[config.mk]
export PLATFORM = sky130hd
export DESIGN_NAME = bcd_rtc_core
export DESIGN_NICKNAME = d
export VERILOG_FILES = /design/src/rtl/bcd_rtc_core.sv
export SDC_FILE = /design/constraint.sdc
export NUM_CORES = 1
export LEC_CHECK = 0
export CAP_MARGIN = 15
export CORE_AREA = 5 5 107 109
export CTS_CLUSTER_DIAMETER = 200
export CTS_CLUSTER_SIZE = 14
export DETAILED_ROUTE_END_ITERATION = 7
export DIE_AREA = 0 0 112 114
export HOLD_SLACK_MARGIN = 0.02
export PLACE_DENSITY = 0.8
export SLEW_MARGIN = 5
export SYNTH_ARGS = -nofsm -noshare
export SYNTH_HDL_FRONTEND = slang
export SYNTH_SLANG_ARGS = --single-unit
[constraint.sdc]
create_clock -name clk -period 3.1 [get_ports clk]
set_input_delay 0.465 -clock clk [delete_from_list [all_inputs] [get_ports clk]]
set_output_delay 0.465 -clock clk [all_outputs]
set_load 0.02 [all_outputs]
[src/rtl/bcd_rtc_core.sv]
module bcd_rtc_core #(
  parameter bit         CENTURY_EN   = 1'b1,
  parameter logic [7:0] CENTURY_INIT = 8'h20,
  parameter int         SUB_W        = 7
) (
  input  logic       clk,
  input  logic       rst_n,
  input  logic       tick,
  input  logic       wr_en,
  input  logic [4:0] addr,
  input  logic [7:0] wdata,
  output logic [7:0] rdata,
  output logic       irq
);
  localparam logic [SUB_W-1:0] SUB_LAST = '1;

  logic [SUB_W-1:0] sub;
  logic [7:0] sec, min, hr, wday, day, mon, yr, cen;
  logic cf, cie, start, en;

  function automatic logic [7:0] bcd_inc(input logic [7:0] v);
    return (v[3:0] == 4'd9) ? {v[7:4] + 4'd1, 4'd0} : v + 8'd1;
  endfunction

  wire run     = start & en;
  wire ctl1_wr = wr_en && addr == 5'd14;
  wire ctl2_wr = wr_en && addr == 5'd15;
  wire prst    = ctl2_wr & wdata[1];
  wire adj     = ctl2_wr & wdata[2];
  wire time_wr = wr_en && ((addr >= 5'd1 && addr <= 5'd7) || (CENTURY_EN && addr == 5'd16));
  wire adv     = run & tick & ~time_wr & ~prst;
  wire carry   = adv && sub == SUB_LAST;

  wire [1:0] leap_sum = {yr[4], 1'b0} + yr[1:0];
  wire       leap     = leap_sum == 2'd0;
  logic [7:0] last_day;
  always_comb begin
    case (mon)
      8'h02:                      last_day = leap ? 8'h29 : 8'h28;
      8'h04, 8'h06, 8'h09, 8'h11: last_day = 8'h30;
      default:                    last_day = 8'h31;
    endcase
  end

  wire inc_min = (adj && sec >= 8'h30) || (carry && sec == 8'h59);
  wire inc_hr  = inc_min && min == 8'h59;
  wire inc_day = inc_hr && hr == 8'h23;
  wire inc_mon = inc_day && day == last_day;
  wire inc_yr  = inc_mon && mon == 8'h12;
  wire inc_cen = inc_yr && yr == 8'h99;

  always_ff @(posedge clk) begin
    if (!rst_n) begin
      sub <= '0;
      sec <= 8'h00; min <= 8'h00; hr <= 8'h00; wday <= 8'h00;
      day <= 8'h01; mon <= 8'h01; yr <= 8'h00; cen <= CENTURY_INIT;
      cf <= 1'b0; cie <= 1'b0; start <= 1'b0; en <= 1'b0;
    end else begin
      if (prst)     sub <= '0;
      else if (adv) sub <= sub + 1'b1;
      cf <= carry | (cf & ~(ctl1_wr & ~wdata[7]));
      if (ctl1_wr) cie <= wdata[4];
      if (ctl2_wr) begin
        start <= wdata[0];
        en    <= wdata[3];
      end
      if (time_wr) begin
        case (addr)
          5'd1:    sec  <= wdata;
          5'd2:    min  <= wdata;
          5'd3:    hr   <= wdata;
          5'd4:    wday <= wdata;
          5'd5:    day  <= wdata;
          5'd6:    mon  <= wdata;
          5'd7:    yr   <= wdata;
          default: cen  <= wdata;
        endcase
      end else begin
        if (adj)        sec <= 8'h00;
        else if (carry) sec <= (sec == 8'h59) ? 8'h00 : bcd_inc(sec);
        if (inc_min) min <= (min == 8'h59) ? 8'h00 : bcd_inc(min);
        if (inc_hr)  hr  <= (hr == 8'h23) ? 8'h00 : bcd_inc(hr);
        if (inc_day) begin
          wday <= (wday == 8'h06) ? 8'h00 : wday + 8'd1;
          day  <= (day == last_day) ? 8'h01 : bcd_inc(day);
        end
        if (inc_mon) mon <= (mon == 8'h12) ? 8'h01 : bcd_inc(mon);
        if (inc_yr)  yr  <= (yr == 8'h99) ? 8'h00 : bcd_inc(yr);
        if (inc_cen && CENTURY_EN) cen <= bcd_inc(cen);
      end
    end
  end

  always_comb begin
    case (addr)
      5'd0:    rdata = 8'(sub);
      5'd1:    rdata = sec;
      5'd2:    rdata = min;
      5'd3:    rdata = hr;
      5'd4:    rdata = wday;
      5'd5:    rdata = day;
      5'd6:    rdata = mon;
      5'd7:    rdata = yr;
      5'd14:   rdata = {cf, 2'b00, cie, 4'b0000};
      5'd15:   rdata = {4'b0000, en, 2'b00, start};
      5'd16:   rdata = CENTURY_EN ? cen : 8'h00;
      default: rdata = 8'h00;
    endcase
  end

  assign irq = cf & cie;
endmodule


Word level (Yosys, flattened, before mapping)
Cells that the tools add are included.
{ "classes": {"n_eq_ne": 38, "n_lt_le_gt_ge": 3, "n_reduce_logical": 34, "bitwise_logic": 15, "n_mux": 42, "addsub": 17} }
{ "ops": {"columns": ["cell", "n"], "rows": [
  ["2-to-1 mux 8 bit", 39],
  ["one-hot mux 8 bit (11 select lines)", 1],
  ["adder 8 x 1 -> 8 bit (second input constant)", 8],
  ["adder 4 x 1 -> 4 bit (second input constant)", 7],
  ["== test 4 bit (second input constant)", 7],
  ["== test 8 x 3 -> 1 bit (second input constant)", 3],
  ["== test 5 x 3 -> 1 bit (second input constant)", 4],
  ["== test 8 x 5 -> 1 bit (second input constant)", 2],
  ["== test 8 x 7 -> 1 bit (second input constant)", 2],
  ["AND reduction 2 bit", 8],
  ["inequality test 2 x 1 -> 1 bit (second input constant)", 7],
  ["logical AND 1 bit", 12],
  ["nonzero test 2 bit", 6],
  ["== test 5 x 2 -> 1 bit (second input constant)", 2],
  ["== test 5 x 4 -> 1 bit (second input constant)", 2],
  ["one-hot mux 5 bit (2 select lines)", 1],
  ["bitwise AND 1 bit", 9],
  ["== test 8 x 2 -> 1 bit (second input constant)", 1],
  ["== test 8 x 4 -> 1 bit (second input constant)", 1],
  ["== test 8 x 6 -> 1 bit (second input constant)", 1],
  ["== test 8 bit", 1],
  ["== test 8 bit (second input constant)", 1],
  ["greater-or-equal comparator 8 x 6 -> 1 bit (second input constant)", 1],
  ["adder 7 x 1 -> 7 bit (second input constant)", 1],
  ["17 further kinds", 22]
]} }
{ "word_totals": {"input_bits": 17, "out_inout_bits": 9, "word_cells": 162, "ff_bits": 75} }

Logic depth before layout (Yosys ltp)
{ "depth": {"ltp_word": 17, "depth_mapped": 10, "mapped_depth_nobuf": 9} }

Worst setup path after synthesis
No wires, ideal clock.
{ "synth_timing": {"path_type": "reg-to-reg", "start": "reg mon[4]", "end": "reg cen[3]", "t_arrival_ps": 2891, "path_buffers": 2, "path_slack_ps": 94, "path_stages_with_launch": 10, "setup_time_ps": 115, "period_less_slack_ps": 3006, "required_time_ps": 2985, "path_cell_list": "dfxtp_1 > ha_1 > or4b_4 > or4b_1 > buf_2 > or3_1 > or4_4 > buf_6 > and3_4 > o21a_1"} }
{ "synth_between": {"elab_chain_cells": 9, "word_cells_on_any_way": 14, "cone_classes": "eq/ne (7); mux (1); reduce/logical (6)"} }
{ "synth_lines": {"columns": ["element", "line_no", "rtl"], "rows": [
  ["start: declaration", "18", "logic [7:0] sec, min, hr, wday, day, mon, yr, cen;"],
  ["start signal: assignment", "74", "5'd6: mon <= wdata;"],
  ["start signal: assignment", "87", "if (inc_mon) mon <= (mon == 8'h12) ? 8'h01 : bcd_inc(mon);"],
  ["== test 8 x 3 -> 1 bit, or another cell as far along", "38", "case (mon)"],
  ["OR reduction 4 bit", "38", null],
  ["one-hot mux 5 bit (2 select lines)", "38", null],
  ["== test 8 bit", "48", "wire inc_mon = inc_day && day == last_day;"],
  ["logical AND 1 bit", "48", null],
  ["logical AND 1 bit (*)", "49", "wire inc_yr = inc_mon && mon == 8'h12;"],
  ["logical AND 1 bit (*)", "50", "wire inc_cen = inc_yr && yr == 8'h99;"],
  ["nonzero test 2 bit (no line) (*)", null, null],
  ["AND reduction 2 bit (no line) (*)", null, null],
  ["end signal: assignment", "76", "default: cen <= wdata;"],
  ["end signal: assignment", "89", "if (inc_cen && CENTURY_EN) cen <= bcd_inc(cen);"],
  ["end: declaration", "18", null]
]} }
Mark *: on every way between the ends. The rest lies on a longest branch, timed or not.
A chain may end at the register's enable or synchronous reset.

Final worst setup path
{ "layout_timing": {"start": "reg mon[5]", "end": "reg cen[2]"} }
Same word-level chain as after synthesis.

==> out/qor.log <==
INFO  sta            timing.final.crit_period=3.102ns
INFO  synth          yosysWarningCount=0
INFO  sta            setup_viol=2
INFO  worst_setup_path crit_chain=inv_2, ha_4, or4b_4, or4b_4, or3_4, or4_4, and2_4, o221a_1
INFO  grt            first_global_vias=6025
INFO  floorplanning  core-area=0.01051sqmm
INFO  detailed_routing route.detailed.drc=0
INFO  power          leakagePower=2.483nW
INFO  floorplanning  pin_count=26
INFO  sta            holdWs=0.5117ns
INFO  cells_and_area synthToLayoutAreaGrowth=19.36%
INFO  synth          synth_enable_flop_cells=0
INFO  floorplanning  effective_utilization_at_floorplan=53.87%
INFO  floorplanning  chipHeight=114um
INFO  worst_setup_path cpMaxStageDelayCell=sky130_fd_sc_hd__or4b_4
INFO  clock_network  clock_tree.root_cell=sky130_fd_sc_hd__clkbuf_8
INFO  sta            finalHoldViolations=0
INFO  worst_setup_path worst_r2r_path_depth=8
INFO  synth          synth-main-ff-cell=sky130_fd_sc_hd__dfxtp_1
INFO  status         failed_checks=negative setup slack
INFO  synth          synthDistinctLibCells=72
INFO  floorplanning  die_w=112um
INFO  detailed_routing avgRoutedWirePerCell=20.29um
INFO  sta            worst_tran_pin_value=0.7835ns
INFO  clock_network  cts_tree=done
INFO  worst_setup_path critPathBufInv=1
INFO  synth          yosysSeqAreaShare=26.53%
INFO  cells_and_area n_antenna_cell=0
INFO  clock_network  numClockSinks=75
INFO  clock_network  cts.clk_slew.worst_paths=0.08ns
INFO  cells_and_area final_net_count=891
INFO  cells_and_area most-common-layout-cells=sky130_fd_sc_hd__nand2_1 (89), sky130_fd_sc_hd__o21ai_0 (80), sky130_fd_sc_hd__buf_4 (75), sky130_fd_sc_hd__dfxtp_1 (73), sky130_fd_sc_hd__nor2_1 (70)
INFO  status         status=finished with violations
INFO  synth          synth_seq_cells=75
INFO  placed_design  detailed_place_hpwl=14750um
INFO  worst_hold_path hold_path_class=reg2reg
INFO  cells_and_area post_layout_cell_count=994
INFO  run            timing.max_cap.violations=0
INFO  sta            max_freq=322.4MHz
INFO  sta            clock_skew=0.007407ns
INFO  clock_network  cts-root-to-sink-buffers=2
INFO  worst_setup_path worst-endpoint-required=3.36ns
INFO  synth          synthesis.instances=783
INFO  synth          syn_area_per_cell=7.229squm
INFO  worst_setup_path critical_path_arrival=3.37ns
INFO  synth          synth-async-reset-ratio=0%
INFO  clock_network  clock_latency_at_the_later_pin_of_the_worst_skew_pair=0.37ns
INFO  synth          synth.net_count=825
INFO  worst_setup_path most_repeated_library_cell_on_the_critical_path=sky130_fd_sc_hd__or4b_4
INFO  sta            setup_slack=-0.001638ns
INFO  cells_and_area mostFrequentLayoutCell=sky130_fd_sc_hd__nand2_1
INFO  detailed_routing drt_pre_antenna_iters=8
INFO  detailed_routing antenna_violating_nets_post_route=0
INFO  sta            worst_slew_margin_rel=47.57%
INFO  clock_network  tritoncts.num_buffers=9
INFO  synth          synth_area=0.005660sqmm
INFO  sta            rsz0062_at_grt=true
INFO  placed_design  routability_congestion=1.050
INFO  grt            globalRouteOverflowTotal=0
INFO  power          ir_worst_vdd=0.1853mV
INFO  placed_design  dp_cells=973
INFO  power          powerDensity=284.1mW/mm^2
INFO  worst_setup_path worstSetupPathDepth=8
INFO  clock_network  cts_htree_levels=3
INFO  grt            grt_antenna_before_repair=0
INFO  worst_setup_path critical_path.top_delay_family=simple AND/OR/NAND/NOR gates
INFO  detailed_routing routed_wirelength=20170um
INFO  worst_setup_path crit_path_max_incr_delay=0.59ns
INFO  worst_hold_path min_delay_path_depth=2
INFO  worst_setup_path setup.worst_path.class=reg2reg
INFO  grt            grt_max_degree=44
INFO  placed_design  port-buffer-count=25
INFO  floorplanning  rows=38
INFO  cells_and_area final_layout_size_suffix_gt1_share=14.05%
INFO  sta            finalSetupTns=-0.002544ns
INFO  clock_network  cts-hold-fix-buffers=0
INFO  worst_setup_path critPathLaunchType=flip-flop
INFO  detailed_routing vias_per_cell=6.767
INFO  worst_setup_path worst_setup_path_end_kind=flip-flop
INFO  floorplanning  die-area=0.01277sqmm
INFO  grt            track_usage=31.07%
INFO  detailed_routing routed-via-count=6726
INFO  grt            grt_first_pass_wirelength=31780um
INFO  detailed_routing drt_iter0_markers=830
INFO  sta            slew_violations=0
INFO  worst_setup_path crit_fanout=6
INFO  sta            finalCritPeriodShare=100.1%
[cell usage after synthesis, types with 13 or more instances]
master	count	area [sq um]
sky130_fd_sc_hd__nand2_1	89	334.1
sky130_fd_sc_hd__o21ai_0	80	400.4
sky130_fd_sc_hd__dfxtp_1	75	1501
sky130_fd_sc_hd__nor2_1	70	262.8
sky130_fd_sc_hd__a21oi_1	67	335.3
sky130_fd_sc_hd__clkbuf_1	35	131.4
sky130_fd_sc_hd__nand3_1	33	165.2
sky130_fd_sc_hd__nor3_1	29	145.1
sky130_fd_sc_hd__ha_1	25	312.8
sky130_fd_sc_hd__inv_1	21	78.83
sky130_fd_sc_hd__nor3b_1	13	97.59
sky130_fd_sc_hd__o211ai_1	13	97.59
[tightest hold or removal path: cells and delay by family (launching register included)]
kind | cells | cell delay, ns
compound gates | 2 | 0.14
flops | 1 | 0.33
[power breakdown]
part | leakage, nW | internal, W | switching, W
combinational | 1.78 | 0.0000721 | 0.000120
clock | 0.0997 | 0.000379 | 0.000381
sequential | 0.605 | 0.000964 | 0.00000451
[worst paths after layout]
check / startpoint / to / slack, ns
worst max-delay path: mon[5]$_SDFFE_PN0P_ / cen[2]$_SDFFE_PN0P_ / -0.002
worst min-delay path: cf$_SDFF_PN0_ / cf$_SDFF_PN0_ / 0.51
worst max register to register: mon[5]$_SDFFE_PN0P_ / cen[2]$_SDFFE_PN0P_ / -0.002
worst min register to register: cf$_SDFF_PN0_ / cf$_SDFF_PN0_ / 0.51
[flip-flops by register name (all words and copies together), names as in the netlist, 7 cells and up]
register,cells
cen,8
day,8
hr,8
min,8
mon,8
sec,8
wday,8
yr,8
sub,7
[per-layer routing]
layer  global-route usage [%]  share of wire (%)  up-vias
li1                         -                  -     3050
met1                    38.88                 39     3144
met2                    50.84                 45      430
met3                    6.737                 11      102
met4                    15.38                5.8        0
met5                        0                  0        -
[metrics by stage]
step	setup WS (ns)	util, %	total power, W	instance area (sq um)
after floorplan	0.09397	-	0.001084	5660
after global placement	-0.2361	61.51	0.001171	6464
after detailed placement	-0.2136	61.51	0.001175	6464
after CTS	0.005904	63.40	0.001918	6661
after global routing	-0.04269	64.30	0.001983	6756
final	-0.001638	64.30	0.001919	6756
[kinds of logic (layout without fill, tap and decap cells)]
| family | count (synthesis) | after routing | share of synthesized area (%) |
|---|---|---|---|
| AND/OR/NAND/NOR | 323 | 324 | 28.80 |
| AO/OA/AOI/OAI | 262 | 262 | 29.42 |
| flip-flops | 75 | 75 | 26.53 |
| buffers and inverters | 69 | 139 | 4.841 |
| adder cells (fa/ha/maj) | 25 | 25 | 5.526 |
| multiplexers | 15 | 15 | 2.719 |
| XOR/XNOR | 14 | 14 | 2.166 |
[what timing repair did]
action	4_1_cts	5_1_grt
hold endpoints to repair	0	0
setup buffers	0	4
gates cloned	0	1
gates resized for setup	12	15
pin swaps	0	7
endpoints found under the setup margin	15	24
[layout make-up]
type                       instances  area [sq um]
clock buffer                      15         186.4
clock inverter                     1         5.005
fill                             921          3751
inverter                          21         78.83
multi-input combinational        640          3961
sequential                        75          1506
tap                              140         175.2
timing repair buffer             102         843.3
No activity file was read; power rests on OpenSTA's default activity.
